--- config.mk ---
export PLATFORM = sky130hd
export DESIGN_NAME = csi_ovl_gate
export DESIGN_NICKNAME = d
export VERILOG_FILES = /design/src/rtl/csi_ovl_pkg.sv /design/src/rtl/csi_ovl_channel.sv /design/src/rtl/csi_ovl_arm_monitor.sv /design/src/rtl/csi_ovl_gate.sv
export SDC_FILE = /design/constraint.sdc
export NUM_CORES = 1
export LEC_CHECK = 0
export ABC_AREA = 1
export BUFFER_PORTS_ARGS = -buffer_cell sky130_fd_sc_hd__buf_2
export CAP_MARGIN = 0
export CORE_MARGIN = 2
export CORE_UTILIZATION = 39
export DETAILED_ROUTE_END_ITERATION = 16
export HOLD_SLACK_MARGIN = 0.02
export MAX_ROUTING_LAYER = met4
export PLACE_DENSITY_LB_ADDON = 0.3
export SYNTH_ARGS = -nofsm -noshare
export SYNTH_HDL_FRONTEND = slang
export SYNTH_SLANG_ARGS = --single-unit
--- constraint.sdc ---
create_clock -name clk -period 3.1 [get_ports clk]
set_input_delay 0.62 -clock clk [delete_from_list [all_inputs] [get_ports clk]]
set_output_delay 0.62 -clock clk [all_outputs]
set_load 0.05 [all_outputs]
--- src/rtl/csi_ovl_pkg.sv ---
// Package: shared types and helpers for the overlap-time gate generator.
// Assumes: bit i is the upper switch of leg i, bit NUM_LEGS+i the lower one.
package csi_ovl_pkg;

    // Per-channel conduction state.
    typedef enum logic [1:0] {
        CH_OFF  = 2'b00,  // gate off, no pending turn-off
        CH_ON   = 2'b01,  // command was high at the last edge
        CH_HOLD = 2'b10   // command released, overlap countdown running
    } ch_state_t;

    // Gate vector of the null vector formed by one leg.
    function automatic logic [31:0] null_vector(input int legs, input int leg);
        logic [31:0] v;
        v = '0;
        v[leg]        = 1'b1;
        v[legs + leg] = 1'b1;
        return v;
    endfunction

endpackage

--- src/rtl/csi_ovl_channel.sv ---
// Module: one switch channel. It passes turn-on after one cycle and
// stretches turn-off by the overlap length captured at release.
// Assumes: synchronous active-low reset; len_i is sampled only at release.
module csi_ovl_channel
    import csi_ovl_pkg::*;
#(
    parameter int LEN_W    = 16,
    parameter bit RESET_ON = 1'b0
) (
    input  logic             clk,
    input  logic             rst_n,
    input  logic             cmd_i,
    input  logic [LEN_W-1:0] len_i,
    output logic             gate_o
);

    localparam logic [LEN_W-1:0] ONE = LEN_W'(1);

    ch_state_t        state_q, state_d;
    logic [LEN_W-1:0] cnt_q, cnt_d;

    // Next-state logic: a high command wins, a release loads the count.
    always_comb begin
        state_d = state_q;
        cnt_d   = cnt_q;
        if (cmd_i) begin
            state_d = CH_ON;
            cnt_d   = '0;
        end else begin
            unique case (state_q)
                CH_ON: begin
                    if (len_i == '0) begin
                        state_d = CH_OFF;
                    end else begin
                        state_d = CH_HOLD;
                        cnt_d   = len_i;
                    end
                end
                CH_HOLD: begin
                    if (cnt_q <= ONE) begin
                        state_d = CH_OFF;
                        cnt_d   = '0;
                    end else begin
                        cnt_d = cnt_q - ONE;
                    end
                end
                default: begin
                    state_d = CH_OFF;
                    cnt_d   = '0;
                end
            endcase
        end
    end

    // State register; reset puts the channel into its safe pattern.
    always_ff @(posedge clk) begin
        if (!rst_n) begin
            state_q <= RESET_ON ? CH_ON : CH_OFF;
            cnt_q   <= '0;
        end else begin
            state_q <= state_d;
            cnt_q   <= cnt_d;
        end
    end

    // Gate drive: on in every state except OFF.
    always_comb gate_o = (state_q != CH_OFF);

endmodule

--- src/rtl/csi_ovl_arm_monitor.sv ---
// Module: flags a cycle in which either bridge arm has no switch on.
// Assumes: upper switches occupy the low half of the gate vector.
module csi_ovl_arm_monitor #(
    parameter int NUM_LEGS   = 3,
    parameter bit EN_MONITOR = 1'b1
) (
    input  logic [2*NUM_LEGS-1:0] gate_i,
    output logic                  open_o
);

    generate
        if (EN_MONITOR) begin : g_mon
            logic upper_any, lower_any;
            // Arm occupancy: any conducting switch per arm.
            always_comb begin
                upper_any = |gate_i[NUM_LEGS-1:0];
                lower_any = |gate_i[2*NUM_LEGS-1:NUM_LEGS];
                open_o    = !upper_any || !lower_any;
            end
        end else begin : g_nomon
            // Monitor left out: flag tied low.
            always_comb open_o = 1'b0;
        end
    endgenerate

endmodule

--- src/rtl/csi_ovl_gate.sv ---
// Module: top of the overlap-time gate generator. It has one channel per
// switch and a combinational arm monitor on the resulting gate vector.
// Assumes: commands come from a modulator in the clk domain.
module csi_ovl_gate
    import csi_ovl_pkg::*;
#(
    parameter int NUM_LEGS   = 3,
    parameter int LEN_W      = 16,
    parameter int RESET_LEG  = 0,
    parameter bit EN_MONITOR = 1'b1
) (
    input  logic                  clk,
    input  logic                  rst_n,
    input  logic [2*NUM_LEGS-1:0] cmd_i,
    input  logic [LEN_W-1:0]      ovl_len_i,
    output logic [2*NUM_LEGS-1:0] gate_o,
    output logic                  open_flag_o
);

    localparam int NSW = 2 * NUM_LEGS;
    localparam logic [31:0] SAFE32 = null_vector(NUM_LEGS, RESET_LEG);
    localparam logic [NSW-1:0] SAFE = SAFE32[NSW-1:0];

    logic [NSW-1:0] gate_w;

    // One channel per switch; the reset leg starts conducting.
    generate
        for (genvar i = 0; i < NSW; i++) begin : g_ch
            csi_ovl_channel #(
                .LEN_W   (LEN_W),
                .RESET_ON(SAFE[i])
            ) u_ch (
                .clk   (clk),
                .rst_n (rst_n),
                .cmd_i (cmd_i[i]),
                .len_i (ovl_len_i),
                .gate_o(gate_w[i])
            );
        end
    endgenerate

    // Gate drive to the output.
    always_comb gate_o = gate_w;

    csi_ovl_arm_monitor #(
        .NUM_LEGS  (NUM_LEGS),
        .EN_MONITOR(EN_MONITOR)
    ) u_mon (
        .gate_i(gate_w),
        .open_o(open_flag_o)
    );

endmodule

After elaboration in Yosys (flattened, before gate mapping):

Index checks and enable logic that the tools add are counted.

* shifts and indexed selects: 0
* add/sub/neg operators: 6
* multiply operators: 0
* equality and inequality tests: 28
* reductions and logical operators: 18
* divide/modulo/power cells: 0
* multiplexer cells: 30
* order comparisons: 6
* bitwise logic cells: 1

Operators by type and width (count)
* 16-bit case mux with 2 select lines: 6
* 16-bit 2-to-1 mux: 7
* 16-bit by 1-bit <= comparator with 1-bit output, second input constant: 6
* 16-bit by 1-bit subtractor with 16-bit output, second input constant: 6
* 2-bit case mux with 2 select lines: 6
* 16-bit zero test: 1
* 2-bit 2-to-1 mux: 7
* 2-bit by 1-bit == test with 1-bit output, second input constant: 6
* 2-bit == test, second input constant: 6
* 2-bit by 1-bit inequality test with 1-bit output, second input constant: 6
* 2-bit inequality test, second input constant: 6
* 3-bit by 2-bit inequality test with 1-bit output, second input constant: 4
* 2-bit nonzero test: 6
* 2-bit OR reduction: 6
* 3-bit OR reduction: 2
* 1-bit 2-to-1 mux: 4
* 1-bit zero test: 2
* 1-bit logical OR: 1
* 1-bit inverter: 1

* input bits: 24
* logic and storage cells: 105
* memory bits (writable): 0
* output and inout port bits: 7
* register bits after elaboration: 108
* latch bits: 0
* bits in read-only memories: 0
* memories kept: 0

Logic depth before layout (Yosys ltp):

Gate-level depths: netlist (run 1).

* depth after elaboration: 4
* gate-level depth with buffers: 13
* gate-level depth less buffers: 13

Cells and area by module:

Synthesis (run 1) repeated with hierarchy kept, for this count alone.

* cells, all modules: 1391
* area, all modules: 8421.8 µm²

By module, submodules not included
* csi_ovl_channel at g_ch[1].u_ch ...: sequential area each 360.3 µm², cells an instance 234, area an instance 1416.4 µm², times used 4
* csi_ovl_channel at g_ch[0].u_ch ...: sequential area each 360.3 µm², cells an instance 224, area an instance 1365.1 µm², times used 2
* csi_ovl_arm_monitor: sequential area each 0.0 µm², cells an instance 7, area an instance 26.3 µm², times used 1

Least setup slack after synthesis (run 1):

Ideal clock, no wire load.

* kind: flip-flop to output port
* from: register g_ch[4].u_ch.state_q[0]
* to: output port open_flag_o
* stages on the path, launching flop included: 5
* data arrival time: 1.763 ns
* setup slack: 0.717 ns
* data required time: 2.480 ns
* path buffers: 0
* path through: dfxtp_1 inv_1 ha_1 inv_1 o31ai_1

* longest elaborated chain between the ends: 4

RTL lines
* start: declaration: line csi_ovl_channel.sv:19 `ch_state_t state_q, state_d;`
* start signal: assignment: line csi_ovl_channel.sv:58 `state_q <= RESET_ON ? CH_ON : CH_OFF;`
* start signal: assignment: line csi_ovl_channel.sv:61 `state_q <= state_d;`
* 2-bit nonzero test: line csi_ovl_channel.sv:67 `always_comb gate_o = (state_q != CH_OFF);`
* net g_ch[4].u_ch.gate_o: line csi_ovl_channel.sv:14 `output logic gate_o`
* 3-bit OR reduction: line csi_ovl_arm_monitor.sv:17 `lower_any = |gate_i[2*NUM_LEGS-1:NUM_LEGS];`
* 1-bit zero test: line csi_ovl_arm_monitor.sv:18 `open_o = !upper_any || !lower_any;`
* 1-bit logical OR: line csi_ovl_arm_monitor.sv:18
* end: declaration: line csi_ovl_gate.sv:17 `output logic open_flag_o`

The timed path passes the listed nets, and every way through them passes these cells.

Final worst setup path (run 1):

* from: register g_ch[4].u_ch.state_q[0]
* to: output port open_flag_o

* longest elaborated chain between the ends: 4

RTL lines (line)
* 2-bit nonzero test: csi_ovl_channel.sv:67
* 3-bit OR reduction: csi_ovl_arm_monitor.sv:17
* 1-bit zero test: csi_ovl_arm_monitor.sv:18
* 1-bit logical OR: csi_ovl_arm_monitor.sv:18

No other way between the ends.

==> impl_results.md, run 1 <==
* Initial Utilization at 0.4008
* Status: finished clean
* Clk sinks at 108
* Antenna diodes at 0
* Sw Ratio at 0.3105
* Drt wl/cell at between 10 and 15 um
* Final hold vios at 0
* Sw Pwr at around 1000 uW
* Fin Setup TNS at 0 ps
* Clock-pin slew on the worst setup and hold paths at around 70 ps
* Worst r2r src: g_ch[0].u_ch.state_q[1]
* Tot GR Track Use at 0.2173
* WS Path Type: flip-flop to primary output
* Synth Flop Type: dfxtp_1
* MaxCap Viol Count at 0
* Mean Syn Cell Area at about 6.3 sq um
* Resized cells post-CTS at 0
* Post-synthesis register bit count at 108
* Final GP Congestion at roughly 0.86
* Worst path arrival time at between 1500 and 2000 ps
* Tmin final at 2245 ps
* Global route hottest layer: met2
* Initial antenna violation count at 0
* Worst Path Max Fanout at 3
* Synth Cell Area at 0.007876 sq mm
* Slew Viols, Final at 0
* CTS tree: yes
* Latest clock arrival within the worst-skew pair at between 300 and 400 ps
* H-tree depth reported by CTS at 3
* DRT antenna net count at 0
* Warnings from Yosys at 0
* Clock Skews at about 6.2 ps
* Tcrit/Tclk final at 0.7241
* Die ar. at roughly 0.021 sq mm
* Post CTS Setup Buffer Count at 0
* Proportion of layout cells with a drive suffix above 1 at 0.1284
* Flop-to-flop setup slack at 1030 ps
* Cts bufs inserted at 9
* Via Count at just under 8,000
* Post-synth top area cell: dfxtp_1
* Synth Instances at roughly 1,200
* IO Port Bufs at 30
* Post-Route WL at 22,300 um
* Hold_buf cts at 0
* DRT iter0 DRCs at 621
* Async SR Flop Fraction at 0
* Die Ht at between 100 and 150 um
* GR Overflow Total at 0
* Hold_sp: g_ch[5].u_ch.cnt_q[1]
* P&R area growth vs syn at 7.832%
* Internal at 2290 uW
* Core area at just under 0.02 sq mm
* Vias in the first global route at approximately 7,100
* Final Setup Violations at 0
* Root buf cell: clkbuf_16
* Clock share of power at 0.369
* Largest net degree at the start of global routing at 19
* Req. time, crit path at 2480 ps
* GRT met3 Usage at 0.02125
* Max frequency at roughly 450 MHz
* Largest cells by area after synthesis: dfxtp_1 (27%), nand2_1 (21%), nor2_1 (6.0%), inv_1 (5.4%), nand3_1 (5.4%)
* Power per cell area at slightly below 400 mW/mm^2
* Met1 usage at 0.2850
* Part of the power in registers at 0.436
* GRT met2 Usage at 0.3502
* RSZ-0062 raised after global routing: no
* Non-Filler Cell Area, Final at roughly 0.0085 sq mm
* DRT Pass-1 Iters at 5
* Vias per cell at about 5.0
* Worst vdd ir at between 0.2 and 0.3 mV
* Io pins at 31
* Final nets at between 1,000 and 1,500
* Startpoint types: flip-flop
* Netlist cell types at 34
* Die X at approximately 150 um
* Slew of the pin with the lowest slew margin at between 800 and 900 ps
* First-pass GRT wire length at between 30,000 and 40,000 um
* LEAKAGE at 0.003908 uW
* Hold Path Class: flip-flop to flip-flop
* Post-synth EDFFs at 0
* Rel. slew slack at 0.4383
* Placed instance area at 0.008183 sq mm
* Area share of the largest cell type after synthesis at 0.2745
* Max clock buf depth at 2
* HPWL Detailed at approximately 16,000 um
* # DRC at 0
* Syn nets at 1,301
* Worst setup startpoint: g_ch[4].u_ch.state_q[0]
* Sequential fraction of the synthesis area at 0.2745
* # rows at about 50
* Comb pwr share at 0.195
* Setup crit end kind: primary output
path summary, 6_finish.rpt:
| kind | cells after the start | endpoint |
|---|---|---|
| worst max-delay path | 5 | open_flag_o |
| worst min-delay path | 2 | g_ch[5].u_ch.cnt_q[1] |
| worst max register to register | 7 | g_ch[0].u_ch.cnt_q[15] |
| worst min register to register | 2 | g_ch[5].u_ch.cnt_q[1] |
critical path, cell delays in order (launching register included):
cell and delay (ps):
dfxtp_1 330, inv_1 90, ha_1 150, inv_1 120, o31ai_1 270, buf_2 300
metrics by stage:
stage	utilization	setup WS, ps	instances	hold slack [ps]	power, uW
after floorplan	-	717.0	1247	443.5	1951
after global placement	0.4163	770.7	1518	455.7	2118
after detailed placement	0.4163	749.6	1518	466.4	2123
after CTS	0.4321	864.2	1534	476.3	3349
after global routing	0.4321	775.9	1534	498.7	3484
final	0.4321	855.3	1534	478.0	3322
cell families (layout without fill, tap and decap cells):
| family | Yosys count | in the layout | synth area share |
|---|---|---|---|
| DFF | 108 | 108 | 0.2745 |
| and+or+nand+nor | 730 | 730 | 0.3984 |
| buffers and inverters | 154 | 176 | 0.08991 |
| AOI/OAI and AO/OA | 187 | 187 | 0.1473 |
| adders and majority gates | 30 | 30 | 0.04766 |
| xor gates and xnor gates | 38 | 38 | 0.04226 |
synthesized netlist by cell type (2+ instances only):
cell	number
a21boi_2	3
a21oi_1	65
a21oi_2	41
buf_12	5
buf_2	9
buf_4	10
clkbuf_1	11
clkinv_1	2
dfxtp_1	108
ha_1	30
inv_1	114
inv_2	2
nand2_1	441
nand2_2	41
nand3_1	85
nand3b_1	5
nand4_1	13
nor2_1	126
nor2_2	6
nor2_4	6
nor2_8	4
o21ai_0	39
o21ai_1	3
o21bai_1	2
o22ai_1	31
xnor2_1	21
xor2_1	17
state kept, by name, indices dropped and copies added (netlist names):
signal,count
g_ch.u_ch.cnt_q,96
g_ch.u_ch.state_q,12
cell type report:
class,count,area [sq um]
Multi-Input combinational cell,985,5006
Clock buffer,11,252.7
Tap cell,265,331.6
Inverter,118,442.9
Clock inverter,5,57.56
Timing Repair Buffer,42,240.2
Fill cell,2144,11160
Sequential cell,108,2162
metal layers:
| metal | wire (um) | up-vias |
|---|---|---|
| met5 | 0 | - |
| met2 | 10200 | 155 |
| met3 | 734 | 31 |
| li1 | - | 4003 |
| met1 | 10800 | 3524 |
| met4 | 559 | 0 |
power by group through the flow:
| stage | sequential, uW | combinational (uW) | clock, uW |
|---|---|---|---|
| 3_5_place_dp | 1480 | 643 | 0 |
| 2_1_floorplan | 1470 | 478 | 0 |
| 3_3_place_gp | 1480 | 638 | 0 |
| 6_report | 1450 | 648 | 1220 |
| 5_1_grt | 1450 | 731 | 1300 |
| 4_1_cts | 1450 | 646 | 1250 |
placed cells by master (no fill, tap or decap), types with 31 or more instances in the layout:
cell type / n
o22ai_1: 31
a21oi_1: 65
nand2_1: 441
nand3_1: 85
nor2_1: 126
o21ai_0: 39
a21oi_2: 41
inv_1: 114
nand2_2: 41
dfxtp_1: 108
No activity file was read; power rests on OpenSTA's default activity.
==> run 2, diff against run 1 <==
==> constraint.sdc (replaced) <==
create_clock -name clk -period 2.26 [get_ports clk]
set_input_delay 0.452 -clock clk [delete_from_list [all_inputs] [get_ports clk]]
set_output_delay 0.452 -clock clk [all_outputs]
set_load 0.05 [all_outputs]
==> run 2 against run 1 <==
  * Utilization rose by 0.70 points
  * Sequential share of layout area fell by 0.41 points
  * Worst hold slack got worse by 170 ps
  * Via count rose by 2.3%
  * Register-to-register slack got worse by 670 ps
  * Critical path depth did not move
  * Largest cell class unchanged
  * Sequential power rose by 37%
  * First-iteration DRC count fell by 5.2%
  * Routed wire length rose by 2.1%
  * Sequential cell count did not move
  * Global-route usage rose by 0.40 points
  * Cell area rose by 1.6%
==> impl_results.md, run 2 (synthesized netlist as in run 1, its figures left out) <==
* Root buf cell: clkbuf_16
* Max reg flops at 96 (unchanged)
* # rows at 51 (unchanged)
* Die X at 146.1 um (unchanged)
* Hold Path Class: input pin to flip-flop
* Core area at 0.01965 sq mm (unchanged)
* Clock share of power at 0.383 (+0.014)
* Rel. slew slack at 0.4377 (-0.0006450)
* # DRC at 0 (unchanged)
* Via Count at 7,892 (+2.3%)
* Pre-CTS setup slack at 235.3 ps (-514.3 ps)
* Worst path arrival time at 1610 ps (about the same)
* Hold Slack at 310.7 ps (-167.3 ps)
* Part of the power in registers at 0.424 (-0.012)
* Clock-pin slew on the worst setup and hold paths at 70 ps (about the same)
* Clk sinks at 108 (unchanged)
* Max frequency at just under 500 MHz
* Resized cells post-CTS at 0 (unchanged)
* WS Path Type: flip-flop to primary output
* CP Cell Sequence: inv_1 -> ha_1 -> inv_1 -> o31ai_1 -> buf_2
* IO Port Bufs at 30 (unchanged)
* DRT Pass-1 Iters at 5 (unchanged)
* LEAKAGE at 0.003982 uW (+1.9%)
* Hold_buf cts at 0 (unchanged)
* Post CTS Setup Buffer Count at 0 (unchanged)
* CP peak stage delay at 330 ps (about the same)
* Power per cell area at 542.7 mW/mm^2 (+39%)
* Final Setup Violations at 0 (unchanged)
* Worst vdd ir at 0.3660 mV (+41%)
* P&R area growth vs syn at 9.579%
* Die Ht at 146.1 um (unchanged)
* Setup crit end kind: primary output
* Largest Register: g_ch.u_ch.cnt_q
* Largest registers: g_ch.u_ch.cnt_q x96, g_ch.u_ch.state_q x12
* Slew of the pin with the lowest slew margin at 841.4 ps (+0.9648 ps)
* Most common cell after layout, fill and taps aside: nand2_1
* Latest clock arrival within the worst-skew pair at 370 ps (about the same)
* DRT iter0 DRCs at 589 (-5.2%)
* MaxCap Viol Count at 0 (unchanged)
* Slew Viols, Final at 0 (unchanged)
* Sw Pwr at 1444 uW (+40%)
* Met1 usage at 0.2828 (-0.002164)
* Fin Setup TNS at 0 ps (unchanged)
* Global route hottest layer: met2
* Vias per cell at 5.092 (+1.3%)
* HPWL Detailed at 15,960 um (+2.5%)
* Largest net degree at the start of global routing at 18 (-1)
* GRT met3 Usage at 0.01906 (-0.002188)
* Critical path buffer and inverter count at 3 (unchanged)
* Final GP Congestion at 0.8740 (+1.3%)
* Cts bufs inserted at 9 (unchanged)
* Comb pwr share at 0.193 (-0.002)
* Clock Skews at 5.989 ps (-0.1686 ps)
* Post-Route WL at 22,770 um (+2.1%)
* Io pins at 31 (unchanged)
* H-tree depth reported by CTS at 3 (unchanged)
* Req. time, crit path at 1810 ps (-670 ps)
* Tot GR Track Use at 0.2212 (+0.003960)
* First-pass GRT wire length at 36,940 um (+1.0%)
* Initial Utilization at 0.4008 (unchanged)
* Final hold vios at 0 (unchanged)
* Tmin final at 2063 ps
* Status: finished clean
* Most frequent CP cell: inv_1
* Top delay family on crit path: buffers and inverters
* Drt wl/cell at 14.69 um (+1.1%)
* GR Overflow Total at 0 (unchanged)
* Worst Path Max Fanout at 3 (unchanged)
* GRT met2 Usage at 0.3608 (+0.01061)
* DRT antenna net count at 0 (unchanged)
* Proportion of layout cells with a drive suffix above 1 at 0.1385 (+0.01007)
* Internal at 3240 uW (+41%)
* Sw Ratio at 0.3083 (-0.002221)
* Final setup margin at 196.7 ps (-658.5 ps)
* Startpoint types: flip-flop
* Final nets at 1,334 (+1.2%)
* Most frequent cells in the layout: nand2_1 (441), nor2_1 (126), inv_1 (114)
* Die ar. at 0.02135 sq mm (unchanged)
* CTS tree: yes
* Vias in the first global route at 7,152 (+1.3%)
* Tcrit/Tclk final at 0.9130
* Final Power at 4684 uW (+41%)
* RSZ-0062 raised after global routing: no
* Antenna diodes at 0 (unchanged)
* Max clock buf depth at 2 (unchanged)
* CP max-delay cell: dfxtp_1
* Initial antenna violation count at 0 (unchanged)
-- run 2: metal layers --
layer  up-vias  share of wire
met4         0          0.031
met2       195           0.47
met3        37          0.042
li1       4036              -
met1      3624           0.46
met5         -              0
-- run 2: path summary, 6_finish.rpt --
| check | start | to | slack [ps] | depth (start not counted) |
|---|---|---|---|---|
| min | cmd_i[3] | g_ch[3].u_ch.state_q[0] | 310 | 3 |
| min reg2reg | g_ch[5].u_ch.cnt_q[1] | g_ch[5].u_ch.cnt_q[1] | 470 | 2 |
| max | g_ch[4].u_ch.state_q[0] | open_flag_o | 200 | 5 |
| max reg2reg | g_ch[4].u_ch.cnt_q[0] | g_ch[4].u_ch.cnt_q[15] | 360 | 9 |
-- run 2: metrics by stage --
| stage | cell area [sq um] | instances | util |
|---|---|---|---|
| after floorplan | 7876 | 1247 | - |
| after global placement | 8303 | 1534 | 0.4225 |
| after detailed placement | 8303 | 1534 | 0.4225 |
| after CTS | 8631 | 1550 | 0.4391 |
| after global routing | 8631 | 1550 | 0.4391 |
| final | 8631 | 1550 | 0.4391 |
-- run 2: layout make-up --
cell class	instances	area [sq um]
flip-flops and latches	108	2162
well taps	265	331.6
fillers	2133	11020
clock buffers	11	242.7
repair buffers	58	360.3
clock inverters	5	85.08
multi-input cells	985	5006
inverters	118	442.9
-- run 2: worst reg2reg max path: stages, from the launching register on --
cell and delay, ps:
dfxtp_1 410, inv_1 100, ha_1 260, o21ai_0 170
nor2_1 80, a21boi_2 380, nand3_1 150, nand2_1 90
nand2_1 60, a21oi_2 120
-- run 2: power groups by stage --
stage / combinational (uW) / clock, uW / sequential (uW)
2_1_floorplan: 656 / 0 / 2020
3_3_place_gp: 890 / 0 / 2030
3_5_place_dp: 899 / 0 / 2030
4_1_cts: 905 / 1830 / 1990
5_1_grt: 1030 / 1890 / 1990
6_report: 904 / 1790 / 1990
==> run 3, diff against run 2 <==
==> constraint.sdc (replaced) <==
create_clock -name clk -period 1.9 [get_ports clk]
set_input_delay 0.38 -clock clk [delete_from_list [all_inputs] [get_ports clk]]
set_output_delay 0.38 -clock clk [all_outputs]
set_load 0.05 [all_outputs]
==> run 3 against run 2 <==
  * Global-route usage increased by 0.14 points
  * Final cell count increased by 2.6%
  * Clock-buffer cell count fell by 1
  * Sequential power grew 19%
  * Sequential cell count is the same
==> impl_results.md, run 3 (synthesized netlist as in run 1, its figures left out) <==
* Vias in the first global route at 7,359 (+2.9%)
* IO Port Bufs at 30 (unchanged)
* Post CTS Setup Buffer Count at 0 (unchanged)
* MaxCap Viol Count at 0 (unchanged)
* CP Cell Sequence: inv_1 -> ha_4 -> nand3_2 -> o31ai_2 -> buf_6
* WS Path Type: flip-flop to primary output
* Largest net degree at the start of global routing at 18 (unchanged)
* Most frequent cells in the layout: nand2_1 (437), nor2_1 (126), inv_1 (113)
* DRT iter0 DRCs at 451 (-23%)
* Vias per cell at 4.991 (-2.0%)
* Proportion of layout cells with a drive suffix above 1 at 0.1713 (+0.03280)
* Fin Setup TNS at 0 ps (unchanged)
* Final hold vios at 0 (unchanged)
* P&R area growth vs syn at 15.57%
* Die ar. at 0.02135 sq mm (unchanged)
* GRT met2 Usage at 0.3356 (-0.02524)
* CP peak stage delay at 330 ps (about the same)
* Final nets at 1,374 (+3.0%)
* Max frequency at about 560 MHz
* Slew of the pin with the lowest slew margin at 648.0 ps (-193.4 ps)
* Req. time, crit path at 1520 ps (-290 ps)
* Slew Viols, Final at 0 (unchanged)
* Max reg flops at 96 (unchanged)
* Status: finished clean
* Die X at 146.1 um (unchanged)
* LEAKAGE at 0.004218 uW (+5.9%)
* Latest clock arrival within the worst-skew pair at 360 ps (about the same)
* Rel. slew slack at 0.5670 (+0.1293)
* Final Power at 5467 uW (+17%)
* Drt wl/cell at 14.30 um (-2.6%)
* Largest Register: g_ch.u_ch.cnt_q
* Clk sinks at 108 (unchanged)
* HPWL Detailed at 16,160 um (+1.2%)
* Final Setup Violations at 0 (unchanged)
* Startpoint types: flip-flop
* CTS tree: yes
* GR Overflow Total at 0 (unchanged)
* Die Ht at 146.1 um (unchanged)
* Core area at 0.01965 sq mm (unchanged)
* GRT met3 Usage at 0.03750 (+0.01844)
* Global route hottest layer: met2
* Tot GR Track Use at 0.2226 (+0.001359)
* Worst Path Max Fanout at 3 (unchanged)
* H-tree depth reported by CTS at 3 (unchanged)
* # rows at 51 (unchanged)
* Most common cell after layout, fill and taps aside: nand2_1
* Finished Core Util at 0.4631 (+0.02400)
* Power per cell area at 600.6 mW/mm^2 (+11%)
* Worst vdd ir at 0.4352 mV (+19%)
* Io pins at 31 (unchanged)
* Clock Skews at 4.954 ps (-1.035 ps)
* CP max-delay cell: dfxtp_1
* Met1 usage at 0.3076 (+0.02475)
* Tcrit/Tclk final at 0.9474
* First-pass GRT wire length at 37,330 um (+1.0%)
* Non-Filler Cell Area, Final at 0.009102 sq mm (+5.5%)
* # DRC at 0 (unchanged)
* RSZ-0062 raised after global routing: no
* Tmin final at between 1500 and 2000 ps
* Initial antenna violation count at 1 (+1)
* Final GP Congestion at 0.9131 (+4.5%)
* Largest registers: g_ch.u_ch.cnt_q x96, g_ch.u_ch.state_q x12
* Worst path arrival time at 1420 ps (-190 ps)
* Placed instance area at 0.008771 sq mm (+5.6%)
* Max clock buf depth at 2 (unchanged)
* Post-Route WL at 22,760 um (about the same)
* Initial Utilization at 0.4008 (unchanged)
* Root buf cell: clkbuf_16
* Setup crit end kind: primary output
* DRT antenna net count at 0 (unchanged)
* DRT Pass-1 Iters at 4 (-1)
* Hold Path Class: input pin to flip-flop
* Clock-pin slew on the worst setup and hold paths at 70 ps (about the same)
* Cts bufs inserted at 9 (unchanged)
* Via Count at 7,940 (+0.61%)
==> run 3: path summary, 6_finish.rpt <==
check	start	to	slack, ps	cells after the start
setup / recovery	g_ch[2].u_ch.state_q[1]	open_flag_o	100	5
hold / removal	cmd_i[3]	g_ch[3].u_ch.state_q[0]	220	3
setup reg to reg	g_ch[2].u_ch.cnt_q[0]	g_ch[2].u_ch.cnt_q[4]	220	10
hold reg to reg	g_ch[5].u_ch.cnt_q[1]	g_ch[5].u_ch.cnt_q[1]	470	2
==> run 3: area by class of cell <==
class	count	area, sq um
multi-input combinational	985	5039
fill	2108	10550
sequential	108	2163
antenna	1	2.502
timing repair buffer	98	829.5
inverter	118	442.9
clock inverter	6	65.06
tap	265	331.6
clock buffer	10	229.0
==> run 3: timing repair <==
item,in CTS,in global routing
pin swaps,0,2
resized for setup,2,9
hold buffers,0,0
endpoints found under the setup margin,1,25
gates cloned,0,0
==> run 3: metrics by stage <==
stage                     setup WS, ps  hold slack (ps)  instances
after CTS                        13.03            214.2       1590
after floorplan                  168.7            443.5       1247
after global placement           38.62            453.0       1574
after detailed placement         18.97            461.8       1574
after global routing            0.1742            258.2       1591
final                            99.94            223.7       1591
==> run 3: worst max-delay path: cells and delay by family, from the launching register on <==
kind	cells	cell delay (ps)
buf+inv	2	310
compound gates	1	100
flops	1	330
simple gates	1	140
fa+ha+maj	1	170
==> run 3: metal layers <==
metal  vias up  share of wire
met5         -              0
met4         0          0.018
met3        24          0.057
met2       184           0.43
met1      3621           0.49
li1       4111              -
==> run 3: where the power goes <==
| group | leakage [uW] | total (uW) | switching [uW] | internal (uW) |
|---|---|---|---|---|
| logic | 0.00320 | 1160 | 753 | 406 |
| registers | 0.000876 | 2360 | 54.3 | 2310 |
| clock network | 0.000142 | 1940 | 920 | 1020 |
